### src/rtl/tmr_pkg.sv
package tmr_pkg;
  localparam int ADDR_W   = 4;
  localparam int CODE_W   = 3;

  // register index, bits [3:1] of the bus address
  localparam logic [2:0] RG_CTRL = 3'd0;
  localparam logic [2:0] RG_STAT = 3'd1;
  localparam logic [2:0] RG_CMPA = 3'd2;
  localparam logic [2:0] RG_CMPB = 3'd3;
  localparam logic [2:0] RG_CNT  = 3'd4;
  localparam logic [2:0] RG_CSEL = 3'd5;

  // control byte fields
  localparam int IE_A_BIT   = 0;
  localparam int IE_B_BIT   = 1;
  localparam int IE_OVF_BIT = 2;
  localparam int CLR_LSB    = 3;

  // clock-select byte: code in [2:0], cascade flag in bit 3
  localparam int CAS_BIT = 3;

  localparam logic [1:0] CLR_ON_A = 2'b01;
  localparam logic [1:0] CLR_ON_B = 2'b10;

  // log2 of the divide ratio for each clock-select code
  function automatic int div_shift(input int code);
    case (code)
      1: return 0;
      2: return 1;
      3: return 3;
      4: return 5;
      5: return 6;
      6: return 10;
      default: return 13;
    endcase
  endfunction

  localparam int PRE_W = div_shift(7);
endpackage

### src/rtl/tmr_prescaler.sv
module tmr_prescaler
  import tmr_pkg::*;
(
  input  logic                  clk,
  input  logic                  rst,
  output logic [2**CODE_W-1:0]  tick_by_code
);
  logic [PRE_W-1:0] pre_q;

  always_ff @(posedge clk) begin
    if (rst) pre_q <= '0;
    else     pre_q <= pre_q + 1'b1;
  end

  assign tick_by_code[0] = 1'b0;

  for (genvar k = 1; k < 2**CODE_W; k++) begin : g_code
    localparam int SH = div_shift(k);
    localparam logic [PRE_W-1:0] MASK = PRE_W'((64'd1 << SH) - 64'd1);
    assign tick_by_code[k] = ((pre_q & MASK) == MASK);
  end
endmodule

### src/rtl/tmr_step.sv
module tmr_step
  import tmr_pkg::*;
#(
  parameter int W = 8
) (
  input  logic         tick,
  input  logic [W-1:0] cnt,
  input  logic [W-1:0] cmp_a,
  input  logic [W-1:0] cmp_b,
  input  logic [1:0]   clr_mode,
  output logic [W-1:0] nxt,
  output logic         hit_a,
  output logic         hit_b,
  output logic         wrap
);
  logic [W:0] inc;
  logic       restart;

  always_comb begin
    inc     = {1'b0, cnt} + (W+1)'(1);
    hit_a   = tick && (inc[W-1:0] == cmp_a);
    hit_b   = tick && (inc[W-1:0] == cmp_b);
    wrap    = tick && inc[W];
    restart = ((clr_mode == CLR_ON_A) && hit_a) || ((clr_mode == CLR_ON_B) && hit_b);
    if (!tick)        nxt = cnt;
    else if (restart) nxt = '0;
    else              nxt = inc[W-1:0];
  end
endmodule

### src/rtl/dual_cmp_timer.sv
module dual_cmp_timer
  import tmr_pkg::*;
#(
  parameter int CW = 8
) (
  input  logic              clk,
  input  logic              rst,
  input  logic [ADDR_W-1:0] bus_addr,
  input  logic              bus_wr,
  input  logic              bus_rd,
  input  logic              bus_wide,
  input  logic [2*CW-1:0]   bus_wdata,
  output logic [2*CW-1:0]   bus_rdata,
  output logic [1:0]        irq_cmp_a,
  output logic [1:0]        irq_cmp_b,
  output logic [1:0]        irq_ovf
);
  localparam int NCH = 2;
  localparam int DW  = 2*CW;

  logic [CW-1:0] ctrl_q [NCH];
  logic [CW-1:0] stat_q [NCH];
  logic [CW-1:0] cmpa_q [NCH];
  logic [CW-1:0] cmpb_q [NCH];
  logic [CW-1:0] cnt_q  [NCH];
  logic [CW-1:0] csel_q [NCH];

  // ---------------- bus decode ----------------
  logic [2:0]    idx;
  logic          sel_ch;
  logic          wide_ok;
  logic [NCH-1:0] wsel;
  logic [CW-1:0] wbyte [NCH];

  assign idx     = bus_addr[3:1];
  assign sel_ch  = bus_addr[0];
  assign wide_ok = !sel_ch && (idx >= RG_CMPA) && (idx <= RG_CSEL);

  always_comb begin
    wsel     = '0;
    wbyte[0] = bus_wdata[CW-1:0];
    wbyte[1] = bus_wdata[CW-1:0];
    if (bus_wr) begin
      if (bus_wide) begin
        if (wide_ok) begin
          wsel     = '1;
          wbyte[0] = bus_wdata[DW-1:CW];
          wbyte[1] = bus_wdata[CW-1:0];
        end
      end else begin
        wsel[sel_ch] = 1'b1;
      end
    end
  end

  // ---------------- count sources ----------------
  logic [2**CODE_W-1:0] tick_by_code;
  logic cas16, evt1;
  logic tick0, tick1, tick16;

  tmr_prescaler u_pre (
    .clk          (clk),
    .rst          (rst),
    .tick_by_code (tick_by_code)
  );

  assign cas16 = csel_q[0][CAS_BIT];
  assign evt1  = csel_q[1][CAS_BIT] && !cas16;

  logic [CW-1:0] nxt0, nxt1;
  logic [DW-1:0] nxt16;
  logic h0a, h0b, w0, h1a, h1b, w1, h16a, h16b, w16;

  assign tick0  = !cas16 && tick_by_code[csel_q[0][CODE_W-1:0]];
  assign tick1  = evt1 ? h0a : (!cas16 && tick_by_code[csel_q[1][CODE_W-1:0]]);
  assign tick16 = cas16 && tick_by_code[csel_q[1][CODE_W-1:0]];

  tmr_step #(.W(CW)) u_step0 (
    .tick (tick0), .cnt (cnt_q[0]), .cmp_a (cmpa_q[0]), .cmp_b (cmpb_q[0]),
    .clr_mode (ctrl_q[0][CLR_LSB +: 2]),
    .nxt (nxt0), .hit_a (h0a), .hit_b (h0b), .wrap (w0)
  );

  tmr_step #(.W(CW)) u_step1 (
    .tick (tick1), .cnt (cnt_q[1]), .cmp_a (cmpa_q[1]), .cmp_b (cmpb_q[1]),
    .clr_mode (ctrl_q[1][CLR_LSB +: 2]),
    .nxt (nxt1), .hit_a (h1a), .hit_b (h1b), .wrap (w1)
  );

  tmr_step #(.W(DW)) u_step16 (
    .tick (tick16), .cnt ({cnt_q[0], cnt_q[1]}),
    .cmp_a ({cmpa_q[0], cmpa_q[1]}), .cmp_b ({cmpb_q[0], cmpb_q[1]}),
    .clr_mode (ctrl_q[0][CLR_LSB +: 2]),
    .nxt (nxt16), .hit_a (h16a), .hit_b (h16b), .wrap (w16)
  );

  logic [CW-1:0] cnt_nxt [NCH];
  assign cnt_nxt[0] = cas16 ? nxt16[DW-1:CW] : nxt0;
  assign cnt_nxt[1] = cas16 ? nxt16[CW-1:0]  : nxt1;

  // ---------------- register banks ----------------
  for (genvar c = 0; c < NCH; c++) begin : g_bank
    always_ff @(posedge clk) begin
      if (rst) begin
        ctrl_q[c] <= '0;
        stat_q[c] <= CW'(c == 1 ? 16 : 0);
        cmpa_q[c] <= '1;
        cmpb_q[c] <= '1;
        cnt_q[c]  <= '0;
        csel_q[c] <= '0;
      end else begin
        if (wsel[c] && idx == RG_CTRL) ctrl_q[c] <= wbyte[c];
        if (wsel[c] && idx == RG_STAT) stat_q[c] <= wbyte[c];
        if (wsel[c] && idx == RG_CMPA) cmpa_q[c] <= wbyte[c];
        if (wsel[c] && idx == RG_CMPB) cmpb_q[c] <= wbyte[c];
        if (wsel[c] && idx == RG_CSEL) csel_q[c] <= wbyte[c];
        cnt_q[c] <= (wsel[c] && idx == RG_CNT) ? wbyte[c] : cnt_nxt[c];
      end
    end
  end

  // ---------------- interrupt pulses ----------------
  always_ff @(posedge clk) begin
    if (rst) begin
      irq_cmp_a <= '0;
      irq_cmp_b <= '0;
      irq_ovf   <= '0;
    end else begin
      irq_cmp_a[0] <= ctrl_q[0][IE_A_BIT]   && (cas16 ? h16a : h0a);
      irq_cmp_b[0] <= ctrl_q[0][IE_B_BIT]   && (cas16 ? h16b : h0b);
      irq_ovf[0]   <= ctrl_q[0][IE_OVF_BIT] && (cas16 ? w16  : w0);
      irq_cmp_a[1] <= ctrl_q[1][IE_A_BIT]   && !cas16 && h1a;
      irq_cmp_b[1] <= ctrl_q[1][IE_B_BIT]   && !cas16 && h1b;
      irq_ovf[1]   <= ctrl_q[1][IE_OVF_BIT] && !cas16 && w1;
    end
  end

  // ---------------- read port ----------------
  logic [CW-1:0] rbyte [NCH];
  for (genvar c = 0; c < NCH; c++) begin : g_rd
    always_comb begin
      case (idx)
        RG_CTRL: rbyte[c] = ctrl_q[c];
        RG_STAT: rbyte[c] = stat_q[c];
        RG_CMPA: rbyte[c] = cmpa_q[c];
        RG_CMPB: rbyte[c] = cmpb_q[c];
        RG_CNT:  rbyte[c] = cnt_q[c];
        RG_CSEL: rbyte[c] = csel_q[c];
        default: rbyte[c] = '0;
      endcase
    end
  end

  always_ff @(posedge clk) begin
    if (rst) begin
      bus_rdata <= '0;
    end else if (bus_rd) begin
      if (bus_wide) bus_rdata <= wide_ok ? {rbyte[0], rbyte[1]} : '0;
      else          bus_rdata <= {{CW{1'b0}}, rbyte[sel_ch]};
    end
  end
endmodule

### config.mk
export PLATFORM = sky130hd
export DESIGN_NAME = dual_cmp_timer
export DESIGN_NICKNAME = d
export VERILOG_FILES = /design/src/rtl/tmr_pkg.sv /design/src/rtl/tmr_prescaler.sv /design/src/rtl/tmr_step.sv /design/src/rtl/dual_cmp_timer.sv
export SDC_FILE = /design/constraint.sdc
export NUM_CORES = 1
export LEC_CHECK = 0
export BUFFER_PORTS_ARGS = -buffer_cell sky130_fd_sc_hd__buf_2
export CAP_MARGIN = 20
export CORE_ASPECT_RATIO = 2
export CORE_UTILIZATION = 64
export CTS_BUF_LIST = sky130_fd_sc_hd__clkbuf_8
export DETAILED_ROUTE_END_ITERATION = 10
export PLACE_DENSITY = 0.8
export SYNTH_ARGS = -nofsm -noshare
export SYNTH_HDL_FRONTEND = slang
export SYNTH_HIERARCHICAL = 1
export SYNTH_SLANG_ARGS = --single-unit
### constraint.sdc
create_clock -name clk -period 5.05 [get_ports clk]
set_input_delay 1.2625 -clock clk [delete_from_list [all_inputs] [get_ports clk]]
set_output_delay 1.2625 -clock clk [all_outputs]
set_load 0.01 [all_outputs]
==> impl_metrics.tcl <==
set metrics [dict create \
    hold_path.class "flip-flop to flip-flop" \
    synth-seq-area-share 0.3655 \
    antenna_found_initial 0 \
    synth_seq_cells 131 \
    wirelength_um 28680 \
    worstSetupStartpoint "u_pre/pre_q[0]$_SDFF_PP0_" \
    synth.distinct_cells 97 \
    cts_post_setup_buffers_inserted 0 \
    r2r_slack_ps 510 \
    ant_nets 0 \
    critPathArrivalTime_ps 4850 \
    synthesis.nets 1041 \
    holdBufCountCts 0 \
    die_area_um2 15150 \
    path_class "flip-flop to flip-flop" \
    status "finished clean" \
    rr_startpoint "u_pre/pre_q[0]$_SDFF_PP0_" \
    critPathRequiredTime_ps 5360 \
    period_share 0.8993 \
    finalSetupViolations 0 \
    wire_per_inst_um 23.26 \
    end_kind "flip-flop" \
    hpwl_um 20610 \
    drt-pass1-iter-count 8 \
    syn_area_um2 9365 \
    ir_drop_mv 0.2930 \
    grt_start_max_net_pins 55 \
    viasPerCell 6.808 \
    synth_area_leaders "edfxtp_1 26%, dfxtp_1 11%, xnor2_1 4.7%" \
    rows 62 \
    drv_cap 0 \
    dp_slack_ps 462.6 \
    ios 47 \
    cts.sinks 131 \
    die_h_um 173.1 \
    grt_pass1_vias 7875 \
    clockBufferDepth 2 \
    gp_congestion 0.9519 \
    mostFrequentLayoutCells "90 x nor2_1, 80 x edfxtp_1, 59 x nand2_1, 51 x dfxtp_1, 50 x xnor2_1" \
    cts_tree "done" \
    fin_area_um2 10030 \
    coreArea_um2 14350 \
    regToRegEndpoint "cnt_q[1][6]$_SDFF_PP0_" \
    cts_buffers 17 \
    ys.flop_type "edfxtp_1" \
    synthDominantCellAreaShare 0.2565 \
    cts_root_buf "clkbuf_8" \
    skew_ps 12.29 \
    num_antenna_cells 0 \
    areaGrowthSynthToFinish_pct 7.081 \
    grt_remaining_overflow 0 \
    vias 8394 \
    final_core_util 0.6988 \
    synth-edff-count 80 \
    setup_tns_ps 0 \
    rsz0062_at_grt "false" \
    max_slew_margin 0.3200 \
    clkTransAtPathRegs_ps 80 \
    nets 1059 \
    place_area_um2 9572 \
    reg2regPathDepth 21 \
    drc_errors 0 \
    power_density_nw_per_um2 289.1 \
    detail_route.iter0.violations 952 \
    drive_gt1_frac 0.1787 \
    portBuffers 46 \
    worst_slew_pin_slew_ps 991.7 \
    start_util 0.6526 \
    p_leak_nw 3.729 \
    endpoint "cnt_q[1][6]$_SDFF_PP0_" \
    syn_area_per_cell_um2 9.273 \
    setup_ws_ps 508.5 \
    drv_slew 0 \
    grt_use_total 0.3926 \
    async_flop_share 0 \
    timing.final.crit_period_ps 4542 \
    synth.largest_area_cell "edfxtp_1" \
    die_w_um 87.54 \
    layout_commonest_cell "nor2_1" \
    synthCells 1010 \
    yosys_warnings 6 \
    hold_viol_final 0 \
    fill_cells 1135 \
    critPathMaxFanout 19 \
    fmax_ghz 0.2202 \
    startpoint_type "flip-flop" \
    worstSkewPairLatency_ps 450 \
    h-tree-depth 4 \
    grt_pass1_wl_um 44020 \
]
==> what timing repair did <==
item                                    4_1_cts  5_1_grt
endpoints found under the setup margin        0        1
resized for setup                             0        2
hold endpoints to repair                      0        0
==> kinds of logic (layout without fill, tap and decap cells) <==
| kind of cell | Yosys count | after routing | synth area share |
|---|---|---|---|
| and+or+nand+nor | 388 | 388 | 0.2385 |
| AOI/OAI and AO/OA | 229 | 229 | 0.1686 |
| DFF | 131 | 131 | 0.3655 |
| buffers and inverters | 111 | 142 | 0.06225 |
| xor gates and xnor gates | 81 | 81 | 0.07963 |
| muxes | 62 | 62 | 0.07669 |
| adders and majority gates | 6 | 6 | 0.008016 |
| other | 2 | 2 | 0.0008019 |
==> Yosys cell counts, types with 6 or more instances <==
| master | count |
|---|---|
| a211oi_1 | 13 |
| a21oi_1 | 41 |
| a22oi_1 | 16 |
| a2bb2oi_1 | 6 |
| a31oi_1 | 7 |
| and2_1 | 32 |
| and3_1 | 25 |
| buf_2 | 19 |
| buf_4 | 20 |
| buf_6 | 6 |
| clkbuf_1 | 19 |
| dfxtp_1 | 51 |
| edfxtp_1 | 80 |
| ha_1 | 6 |
| inv_1 | 42 |
| mux2_2 | 22 |
| mux2i_1 | 33 |
| nand2_1 | 59 |
| nand2b_1 | 13 |
| nand3_1 | 37 |
| nand4_1 | 14 |
| nor2_1 | 90 |
| nor2b_1 | 15 |
| nor3_1 | 10 |
| nor4_1 | 10 |
| o211ai_1 | 11 |
| o21ai_0 | 42 |
| o21ai_1 | 26 |
| o21ai_2 | 9 |
| o31ai_1 | 9 |
| or2_2 | 8 |
| or3_1 | 14 |
| xnor2_1 | 50 |
| xor2_1 | 27 |
==> critical path: stages (launching register included) <==
cell and delay, ps:
dfxtp_1 430, ha_1 240, nand3_2 220, nor4_2 360, mux4_2 280, mux2i_1 70, nor2_1 170, nand3_1 120
nor3_2 180, nand4b_1 160, nor2_1 170, a21oi_1 110, nor2_1 110, buf_4 220, nand3_1 120, nor3_2 190
nand4b_1 140, o32a_4 450, nor4bb_1 140, a311o_1 320, mux2i_1 130, a211oi_1 80
==> flip-flops by register name, summed over array words and instances (netlist names) <==
name / cells
bus_rdata: 16
irq_cmp_a: 2
u_pre/pre_q: 13
irq_ovf: 2
cmpb_q: 16
stat_q: 16
ctrl_q: 16
irq_cmp_b: 2
csel_q: 16
cnt_q: 16
cmpa_q: 16
==> per-layer routing <==
layer / global-route usage / up-vias / wire, µm
li1: - / 3728 / -
met1: 0.4427 / 3925 / 9793
met2: 0.6595 / 596 / 14440
met3: 0.07351 / 145 / 2203
met4: 0.2568 / 0 / 2237
met5: 0 / - / 0
==> stage by stage <==
stage	cells	power [mW]	hold slack, ps
finish	1233	2.899	472.0
global route	1233	2.987	495.6
CTS	1233	2.881	468.3
detailed placement	1201	1.883	448.9
global placement	1201	1.873	452.5
floorplan	1010	1.724	440.8
==> where the power goes <==
part	switching, mW	leakage (nW)	internal, mW
Clock	0.429	0.220	0.583
Combinational	0.348	2.31	0.243
Sequential	0.103	1.19	1.19
Total	0.879	3.73	2.02
==> cell type report <==
class	count	area, µm²	share of cell area
tap	192	240.2	0.02395
clock inverter	15	211.5	0.02109
multi-input combinational	768	5370	0.5355
timing repair buffer	67	387.9	0.03868
clock buffer	17	234.0	0.02333
sequential	131	3423	0.3414
inverter	43	161.4	0.01609
==> worst min-delay path by stage <==
stage | from | to | slack (ps) | depth (start not counted)
5_1_grt | bus_rdata[9]$_SDFFE_PP0P_ | bus_rdata[9]$_SDFFE_PP0P_ | 500 | 2
6_report | bus_rdata[9]$_SDFFE_PP0P_ | bus_rdata[9]$_SDFFE_PP0P_ | 470 | 2
3_3_place_gp | bus_rdata[13]$_SDFFE_PP0P_ | bus_rdata[13]$_SDFFE_PP0P_ | 450 | 2
4_1_cts | bus_rdata[9]$_SDFFE_PP0P_ | bus_rdata[9]$_SDFFE_PP0P_ | 470 | 2
2_1_floorplan | u_pre/pre_q[0]$_SDFF_PP0_ | u_pre/pre_q[0]$_SDFF_PP0_ | 440 | 1
3_5_place_dp | bus_rdata[7]$_SDFFE_PP0P_ | bus_rdata[7]$_SDFFE_PP0P_ | 450 | 2
Note: power is estimated with default switching activity, not from simulation.
